--- src/rtl/crt_pkg.sv ---
package crt_pkg;
    parameter int BYTE_W = 8;
    localparam int CNT_W = 2 * BYTE_W;
    localparam logic [1:0] MODE_CAP = 2'b00;
    localparam logic [1:0] MODE_RLD = 2'b01;
    localparam logic [2:0] A_CTL = 3'd0;
    localparam logic [2:0] A_CNTL = 3'd1;
    localparam logic [2:0] A_CNTH = 3'd2;
    localparam logic [2:0] A_HLDL = 3'd3;
    localparam logic [2:0] A_HLDH = 3'd4;

    typedef struct packed {
        logic             run;
        logic             src;
        logic [1:0]       mode;
        logic             trig_en;
        logic             ovf;
        logic             trg;
        logic [CNT_W-1:0] cnt;
        logic [CNT_W-1:0] hold;
        logic             baud;
    } crt_state_t;
endpackage

--- src/rtl/crt_edge.sv ---
module crt_edge (
    input  logic clk,
    input  logic rst_n,
    input  logic sample_en,
    input  logic pin,
    output logic fall
);
    logic prev_d, prev_q;

    always_comb begin
        prev_d = sample_en ? pin : prev_q;
        fall   = sample_en & prev_q & ~pin;
    end

    always_ff @(posedge clk) begin
        if (!rst_n) prev_q <= 1'b0;
        else        prev_q <= prev_d;
    end
endmodule

--- src/rtl/crt_count.sv ---
module crt_count
    import crt_pkg::*;
#(
    parameter int ADDR_W = 3
) (
    input  logic              clk,
    input  logic              rst_n,
    input  logic              tick_en,
    input  logic              cnt_fall,
    input  logic              trg_fall,
    input  logic              we,
    input  logic [ADDR_W-1:0] addr,
    input  logic [BYTE_W-1:0] wdata,
    output crt_state_t        st_q
);
    crt_state_t d;
    logic is_baud, is_rld, is_cap, step, trg_hit, at_top;
    logic wr_ctl, wr_cl, wr_ch, wr_hl, wr_hh;

    always_comb begin
        d       = st_q;
        d.baud  = 1'b0;
        is_baud = st_q.mode[1];
        is_rld  = (st_q.mode == MODE_RLD);
        is_cap  = (st_q.mode == MODE_CAP);
        step    = st_q.run & (st_q.src ? cnt_fall : (is_baud | tick_en));
        trg_hit = st_q.trig_en & trg_fall;
        at_top  = (st_q.cnt == {CNT_W{1'b1}});
        wr_ctl  = we && (addr == ADDR_W'(A_CTL));
        wr_cl   = we && (addr == ADDR_W'(A_CNTL));
        wr_ch   = we && (addr == ADDR_W'(A_CNTH));
        wr_hl   = we && (addr == ADDR_W'(A_HLDL));
        wr_hh   = we && (addr == ADDR_W'(A_HLDH));

        if (wr_ctl) begin
            d.run     = wdata[0];
            d.src     = wdata[1];
            d.mode    = wdata[3:2];
            d.trig_en = wdata[4];
            d.ovf     = wdata[6];
            d.trg     = wdata[7];
        end

        if (wr_cl || wr_ch) begin
            if (wr_cl) d.cnt[BYTE_W-1:0]     = wdata;
            if (wr_ch) d.cnt[CNT_W-1:BYTE_W] = wdata;
        end else if (is_rld && trg_hit) begin
            d.cnt = st_q.hold;
        end else if (step) begin
            if (at_top) begin
                d.cnt = is_cap ? '0 : st_q.hold;
                if (is_baud) d.baud = 1'b1;
                else         d.ovf  = 1'b1;
            end else begin
                d.cnt = st_q.cnt + 1'b1;
            end
        end

        if (wr_hl || wr_hh) begin
            if (wr_hl) d.hold[BYTE_W-1:0]     = wdata;
            if (wr_hh) d.hold[CNT_W-1:BYTE_W] = wdata;
        end else if (is_cap && trg_hit) begin
            d.hold = st_q.cnt;
        end

        if (trg_hit) d.trg = 1'b1;
    end

    always_ff @(posedge clk) begin
        if (!rst_n) st_q <= '0;
        else        st_q <= d;
    end
endmodule

--- src/rtl/crt_rdmux.sv ---
module crt_rdmux
    import crt_pkg::*;
#(
    parameter int ADDR_W = 3
) (
    input  crt_state_t        st,
    input  logic [ADDR_W-1:0] addr,
    output logic [BYTE_W-1:0] rdata
);
    always_comb begin
        case (addr)
            ADDR_W'(A_CTL):  rdata = {st.trg, st.ovf, 1'b0, st.trig_en, st.mode, st.src, st.run};
            ADDR_W'(A_CNTL): rdata = st.cnt[BYTE_W-1:0];
            ADDR_W'(A_CNTH): rdata = st.cnt[CNT_W-1:BYTE_W];
            ADDR_W'(A_HLDL): rdata = st.hold[BYTE_W-1:0];
            ADDR_W'(A_HLDH): rdata = st.hold[CNT_W-1:BYTE_W];
            default:         rdata = '0;
        endcase
    end
endmodule

--- src/rtl/cr_timer.sv ---
module cr_timer
    import crt_pkg::*;
#(
    parameter int ADDR_W = 3,
    parameter int N_PINS = 2
) (
    input  logic              clk,
    input  logic              rst_n,
    input  logic              tick_en,
    input  logic              ext_cnt,
    input  logic              ext_trig,
    input  logic              reg_we,
    input  logic [ADDR_W-1:0] reg_addr,
    input  logic [BYTE_W-1:0] reg_wdata,
    output logic [BYTE_W-1:0] reg_rdata,
    output logic              ovf_flag,
    output logic              trig_flag,
    output logic              baud_tick
);
    crt_state_t        st_q;
    logic [N_PINS-1:0] pins, falls;
    logic              cnt_fall, trg_fall;
    logic              ctl_run, ctl_trig_en;
    logic [1:0]        ctl_mode;
    logic [CNT_W-1:0]  cnt_val, hold_val;

    assign pins = {ext_trig, ext_cnt};

    for (genvar i = 0; i < N_PINS; i++) begin : g_edge
        crt_edge u_edge (
            .clk      (clk),
            .rst_n    (rst_n),
            .sample_en(tick_en),
            .pin      (pins[i]),
            .fall     (falls[i])
        );
    end

    assign cnt_fall = falls[0];
    assign trg_fall = falls[1];

    crt_count #(.ADDR_W(ADDR_W)) u_count (
        .clk     (clk),
        .rst_n   (rst_n),
        .tick_en (tick_en),
        .cnt_fall(cnt_fall),
        .trg_fall(trg_fall),
        .we      (reg_we),
        .addr    (reg_addr),
        .wdata   (reg_wdata),
        .st_q    (st_q)
    );

    crt_rdmux #(.ADDR_W(ADDR_W)) u_rdmux (
        .st   (st_q),
        .addr (reg_addr),
        .rdata(reg_rdata)
    );

    assign ovf_flag    = st_q.ovf;
    assign trig_flag   = st_q.trg;
    assign baud_tick   = st_q.baud;
    assign ctl_run     = st_q.run;
    assign ctl_trig_en = st_q.trig_en;
    assign ctl_mode    = st_q.mode;
    assign cnt_val     = st_q.cnt;
    assign hold_val    = st_q.hold;
endmodule

--- config.mk ---
export PLATFORM = sky130hd
export DESIGN_NAME = cr_timer
export DESIGN_NICKNAME = d
export VERILOG_FILES = /design/src/rtl/crt_pkg.sv /design/src/rtl/crt_edge.sv /design/src/rtl/crt_count.sv /design/src/rtl/crt_rdmux.sv /design/src/rtl/cr_timer.sv
export SDC_FILE = /design/constraint.sdc
export NUM_CORES = 1
export LEC_CHECK = 0
export ABC_CLOCK_PERIOD_IN_PS = 3800
export BUFFER_PORTS_ARGS = -buffer_cell sky130_fd_sc_hd__buf_2
export CAP_MARGIN = 30
export CORE_MARGIN = 2
export CORE_UTILIZATION = 58
export CTS_CLUSTER_SIZE = 10
export DETAILED_ROUTE_END_ITERATION = 12
export PLACE_DENSITY = 0.78
export SLEW_MARGIN = 20
export SYNTH_ARGS = -nofsm -noshare
export SYNTH_HDL_FRONTEND = slang
export SYNTH_SLANG_ARGS = --single-unit
--- constraint.sdc ---
create_clock -name clk -period 3.8 [get_ports clk]
set_input_delay 0.76 -clock clk [delete_from_list [all_inputs] [get_ports clk]]
set_output_delay 0.76 -clock clk [all_outputs]
set_load 0.01 [all_outputs]
==> impl_results.md, run 1 <==
- Outcome: finished, final reports clean
- Port bufs: 27
- Worst endpoint required time: between 3 and 4 ns
- Layout area overhead: 8.43%
- Ys Warns: 0
- CTS tree: done
- Slew @ Worst Pin: 0.878 ns
- Pwr dens: 312 nW/µm²
- Utilization after layout: 0.653
- Ys async rst share: 0
- Setup TNS: 0 ns
- DR vias: between 2000 and 3000
- Final slew viol count: 0
- Max cap viols: 0
- Grt met3 use: 0.0718
- Layout cells sized above 1: 0.149
- CP startpoint kind: input port
- Pleak: about 1.2 nW
- ANT nets after route: 0
- DRT Pass-1 Iters: 5
- Synth area leader: dfxtp_1
- Synth Cell Area: approximately 2900 µm²
- CP arrival: roughly 2.1 ns
- Synth top cells by count: dfxtp_1, nand2_1, mux2i_1, nor2_1
- Top FF cell, synth: dfxtp_1
- Crit share post-route: 0.749
- Cts hold-fix bufs: 0
- Inserted Clock Buffers: 5
- Clock root buffer: clkbuf_8
- Top cell type's share of synthesized area: 0.293
- Die Ht: 74.3 µm
- Full die area: approximately 5500 µm²
- Met1 Use GR: 0.494
- Die Span X: ~74 µm
- Worst Skew: ~0.011 ns
- Initial antenna violation count: 0
- Avg Inst Size Synth: 8.09 µm²
- Max clock buf depth: 2
- Max IR drop VDD: between 0.3 and 0.4 mV
- Total core area: between 4000 and 5000 µm²
- Yosys cell types: 64
- Endpoints failing hold: 0
- #FFs+latches synth: 42
- Number of global-route vias before repair: around 2700
- Dominant cells by area after synthesis: dfxtp_1, mux2i_1, nand2_1
- Violation count after the first detailed-route iteration: just under 400
- Dpl cell area: 2990 µm²
- Setup Buffers After CTS: 0
- Starting Density: 0.603
- Layer with the highest usage: met2
- Routed WL per cell: between 20 and 25 µm
- Seq/Total Area, Yosys: 0.293
- # fillers: 447
- Global route total overflow: 0
- Unrepaired setup endpoints after global routing: no
- F_max: roughly 0.35 GHz
- Final #Nets: 385
- Critical path class: input port to primary output
- Vias/cell: 6.75
- Rows: 25
- Worst-path clk slew: about 0.09 ns
- Later-pin clock latency in the skew report: about 0.30 ns
- Grt met2 use: 0.547
- Resize count post-CTS: 0
- Top-count cell post-synth: dfxtp_1
- Crit path time final: 2.85 ns
- Post-synth EDFFs: 0
- Hold Path Class: register to register
- Largest net degree at the start of global routing: 26
- CTS H-Tree Depth: 2
- Final setup vio count: 0
- Hold Slack: approximately 0.52 ns
- GRT Util Overall: 0.357
- Hpwl dp: slightly below 7 mm
- CP max FO: 25
- Final Cell Area: a little over 3000 µm²
- Clk sinks: 42
- Io pins: 28
- Ant. Diodes: 0
- Post-Synthesis Cells: approximately 350
- Routed WL: ~9.2 mm
- First-pass GRT wire length: 14.6 mm
- Setup crit end kind: primary output
- Drt drc: 0
- RePlAce Congestion: between 1 and 1.5
- Slew margin rel.: 0.410
- Syn nets: approximately 370
[per-layer routing]
metal	share of wire	vias to the layer above	wire, µm
met1	0.42	1379	3900
li1	-	1352	-
met4	0.032	0	295
met3	0.10	23	960
met5	0	-	0
met2	0.44	181	4030
[power breakdown]
group          internal [mW]  leakage [nW]  total (mW)  switching (mW)
registers              0.453         0.341       0.470          0.0169
clock network          0.194        0.0579       0.362           0.169
logic                 0.0507         0.760       0.138          0.0874
total                  0.697          1.16       0.970           0.273
[worst paths after layout]
check	from	slack [ns]	cells past startpoint	endpoint
setup / recovery	reg_addr[1]	0.95	5	reg_rdata[6]
hold / removal	u_count.st_q[2]	0.52	2	u_count.st_q[2]
setup reg to reg	u_count.st_q[17]	1.06	6	u_count.st_q[17]
hold reg to reg	u_count.st_q[2]	0.52	2	u_count.st_q[2]
[layout by cell type (no fill, tap or decap), drive strengths merged, types with 3 or more instances in the layout]
cell / synthesis / routed
clkbuf: 14 / 6
nand2: 33 / 33
mux2i: 27 / 27
nand3: 14 / 14
a221oi: 7 / 7
nand4: 7 / 7
buf: 13 / 33
nand2b: 3 / 3
nor4: 4 / 4
a211oi: 14 / 14
inv: 14 / 14
o32ai: 7 / 7
nor3: 6 / 6
o211ai: 7 / 7
nor2b: 5 / 5
a31oi: 8 / 8
clkinv: 1 / 3
o21ai: 18 / 18
o31ai: 5 / 5
a21oi: 17 / 17
nor2: 27 / 27
xnor2: 9 / 9
o22ai: 6 / 6
o211a: 5 / 5
dfxtp: 42 / 42
and2: 3 / 3
[per-stage QoR]
stage               worst slack [ns]  power (mW)  std cells
CTS                            0.965       0.966        434
detailed placement             0.894       0.613        426
finish                         0.954       0.970        435
global route                   0.846       0.997        435
floorplan                      0.767       0.566        354
global placement               0.977       0.610        426
[worst max-delay path: stages]
cell,delay [ns]
buf_2,0.47
mux4_2,0.58
inv_1,0.06
o21ai_0,0.05
buf_2,0.15
[flip-flops by register name, indices dropped and copies added (netlist names)]
signal	cells
u_count.st_q	40
g_edge.u_edge.prev_q	2
[final cells by class]
cell class                      instances  area, µm²  share of cell area
Timing Repair Buffer                   34        185              0.0596
Inverter                               15       56.3              0.0181
Clock inverter                          3       40.0              0.0129
Clock buffer                            5       68.8              0.0222
Tap cell                               67       83.8              0.0270
Sequential cell                        42        841               0.271
Multi-Input combinational cell        269       1830               0.590
[cell families after synthesis]
group                    Yosys count  synth area share
multiplexers                      31             0.118
AO/OA/AOI/OAI                    109             0.272
buffers and inverters             43            0.0686
flip-flops                        42             0.293
XOR/XNOR                          10            0.0306
AND/OR/NAND/NOR                  118             0.213
adder cells (fa/ha/maj)            1           0.00437
Power figures use the tool's default switching activity.
==> run 2, diff against run 1 <==
Settings changed: ABC_AREA set to 1, ABC_CLOCK_PERIOD_IN_PS 3800 to 2600, CORE_UTILIZATION 58 to 54, PLACE_DENSITY 0.78 to 0.77.
Clock period 3.8 ns to 2.6 ns, I/O delays scaled along.
==> impl_results.md, run 2 <==
- Outcome: finished, final reports clean
- # fillers: 516
- Sequential power share: 0.471
- Buffering stage count on the worst path with inverters included: 3
- Critical path class: input port to primary output
- Later-pin clock latency in the skew report: 0.31 ns
- Critical Path, Cell by Cell: buf_2, nor2_1, nand2_1, inv_1, nand2_1, o21ai_0, a221oi_1, o21ai_0, buf_2
- Vias/cell: roughly 5.7
- Hold Path Class: input port to register
- Die Span X: about 78 µm
- Net switching power figure: 467 µW
- Setup Buffers After CTS: 0
- Compound-cell area share of the yosys netlist: 0.158
- Clock network fraction of design power: 0.361
- Synth Cell Area: between 2000 and 3000 µm²
- Crit path time final: between 2 and 2.5 ns
- #FFs+latches synth: 42
- Synth Area in Simple Gates: 0.438
- Post-route setup slack: 0.410 ns
- Max cap viols: 0
- Sw Ratio: 0.310
- Worst Skew: approximately 0.010 ns
- Pleak: 1.57 nW
- Syn nets: 508
- ANT nets after route: 0
- Setup crit end kind: primary output
- DR vias: between 3000 and 4000
- Grt met2 use: 0.514
- Yosys cell types: 31
- Largest net degree at the start of global routing: 41
- Largest register FFs: 40
- Resize count post-CTS: 0
- Layout area overhead: 9.10%
- Final setup vio count: 0
- Xor/xnor share of the synthesized area: 0.0179
- Inserted Clock Buffers: 5
- Met1 Use GR: 0.393
- Initial antenna violation count: 0
- Io pins: 28
- Crit share post-route: 0.842
- Avg Inst Size Synth: 5.98 µm²
- Commonest non-fill, non-tap cell in the layout: nand2_1
- First-pass GRT wire length: 14.8 mm
- Power, Total: 1.51 mW
- CP startpoint kind: input port
- DRT Pass-1 Iters: 5
- Dominant cells by area after synthesis: dfxtp_1, nand2_1, nor2_1
- Post-place setup slack: 0.439 ns
- Final #Nets: about 530
- Routed WL per cell: between 15 and 20 µm
- Comb pwr share: 0.168
- Starting Density: 0.566
- Routed WL: 9.04 mm
- Hpwl dp: 6.68 mm
- Placed Instances: ~580
- Max IR drop VDD: a little over 0.3 mV
- Top-count cell post-synth: nand2_1
- CTS tree: done
- Cell Count, Final, Fillers Out: 584
- Synth top cells by count: nand2_1, nor2_1, o21ai_0
- Mux share of post-synthesis cell area: 0
- F_max: 0.457 GHz
- Post-Synthesis Cells: 490
- Violation count after the first detailed-route iteration: between 300 and 400
- Max clock buf depth: 2
- Grt met3 use: 0.0709
- Clk sinks: 42
- Endpoints failing hold: 0
- CTS H-Tree Depth: 2
- CP arrival: 1.67 ns
- CP top delay family: buffers and inverters
- Top cell type's share of synthesized area: 0.287
- Unrepaired setup endpoints after global routing: no
- CP max-delay cell: buf_2
- Int Power: about 1.0 mW
- Slew margin rel.: 0.532
- Setup TNS: 0 ns
- Top FF cell, synth: dfxtp_1
- Most flop-heavy register: u_count.st_q
- Drt drc: 0
- Slew @ Worst Pin: 0.703 ns
- Full die area: roughly 6000 µm²
- Ys Warns: 0
- Worst endpoint required time: around 2.1 ns
- Clock root buffer: clkbuf_8
- Global route total overflow: 0
- Largest family of logic cells by synthesized area: simple AND/OR/NAND/NOR gates
- Most frequent cells in the layout: nand2_1, nor2_1, o21ai_0
- Total core area: ~5200 µm²
- Rows: 26
- Layout cells sized above 1: 0.128
- Cts hold-fix bufs: 0
- CP max stage delay: 0.20 ns
- GRT Util Overall: 0.311
- Post-synth EDFFs: 0
- Post-Synth Adder-Cell Area: 0.00427
- Synth area leader: dfxtp_1
- Final slew viol count: 0
- Worst-path clk slew: ~0.080 ns
- Biggest regs: u_count.st_q x40, g_edge.u_edge.prev_q x2
- Seq/Total Area, Yosys: 0.287
- Pwr dens: ~470 nW/µm²
- Ys async rst share: 0
- Die Ht: slightly below 80 µm
- Port bufs: 27
- Layer with the highest usage: met2
- RePlAce Congestion: just under 1
- Ant. Diodes: 0
- CP max FO: 7
- Number of global-route vias before repair: about 3000
-- run 2: worst paths after layout --
check,slack [ns],from,end,depth (start not counted)
setup / recovery,0.41,reg_addr[0],reg_rdata[4],9
hold / removal,0.46,ext_trig,g_edge[1].u_edge.prev_q,3
setup reg to reg,0.45,u_count.st_q[17],u_count.st_q[26],9
hold reg to reg,0.49,u_count.st_q[39],u_count.st_q[39],2
-- run 2: power by group through the flow --
stage	clock, mW	sequential, mW	combinational (mW)
after global placement	0	0.722	0.243
after floorplan	0	0.709	0.179
final	0.544	0.709	0.253
after CTS	0.542	0.707	0.249
after global routing	0.568	0.712	0.287
after detailed placement	0	0.722	0.248
-- run 2: cells by family (layout without fill, tap and decap cells) --
group	after synthesis	in the layout
AOI/OAI and AO/OA	85	85
DFF	42	42
adders and majority gates	1	1
and+or+nand+nor	293	293
buffers and inverters	63	87
xor gates and xnor gates	6	6
-- run 2: routing by layer --
layer | up-vias | wire [µm] | share of wire
met5 | - | 0 | 0
met4 | 0 | 355 | 0.039
met3 | 35 | 753 | 0.083
met2 | 154 | 4190 | 0.46
met1 | 1505 | 3750 | 0.41
li1 | 1618 | - | -
-- run 2: layout make-up --
type | count | area (µm²) | share of cell area
Multi-Input combinational cell | 385 | 1810 | 0.566
Sequential cell | 42 | 841 | 0.263
Inverter | 50 | 196 | 0.0615
Timing Repair Buffer | 29 | 150 | 0.0470
Tap cell | 70 | 87.6 | 0.0274
Clock buffer | 6 | 72.6 | 0.0227
Clock inverter | 2 | 37.5 | 0.0118
-- run 2: worst reg2reg max path, stage by stage, from the launching register on --
cell	delay, ns
dfxtp_1	0.44
ha_1	0.25
nand2_1	0.08
nor2_2	0.24
nand4_1	0.26
nand2_1	0.36
nand3_1	0.19
nand2_1	0.10
nand2_1	0.05
a21oi_1	0.12
-- run 2: per-stage QoR --
stage	hold slack, ns	cell area, µm²	utilization
2_1_floorplan	0.445	2930	-
3_3_place_gp	0.471	3080	0.596
3_5_place_dp	0.480	3080	0.596
4_1_cts	0.462	3190	0.618
5_1_grt	0.471	3190	0.618
6_report	0.457	3190	0.618
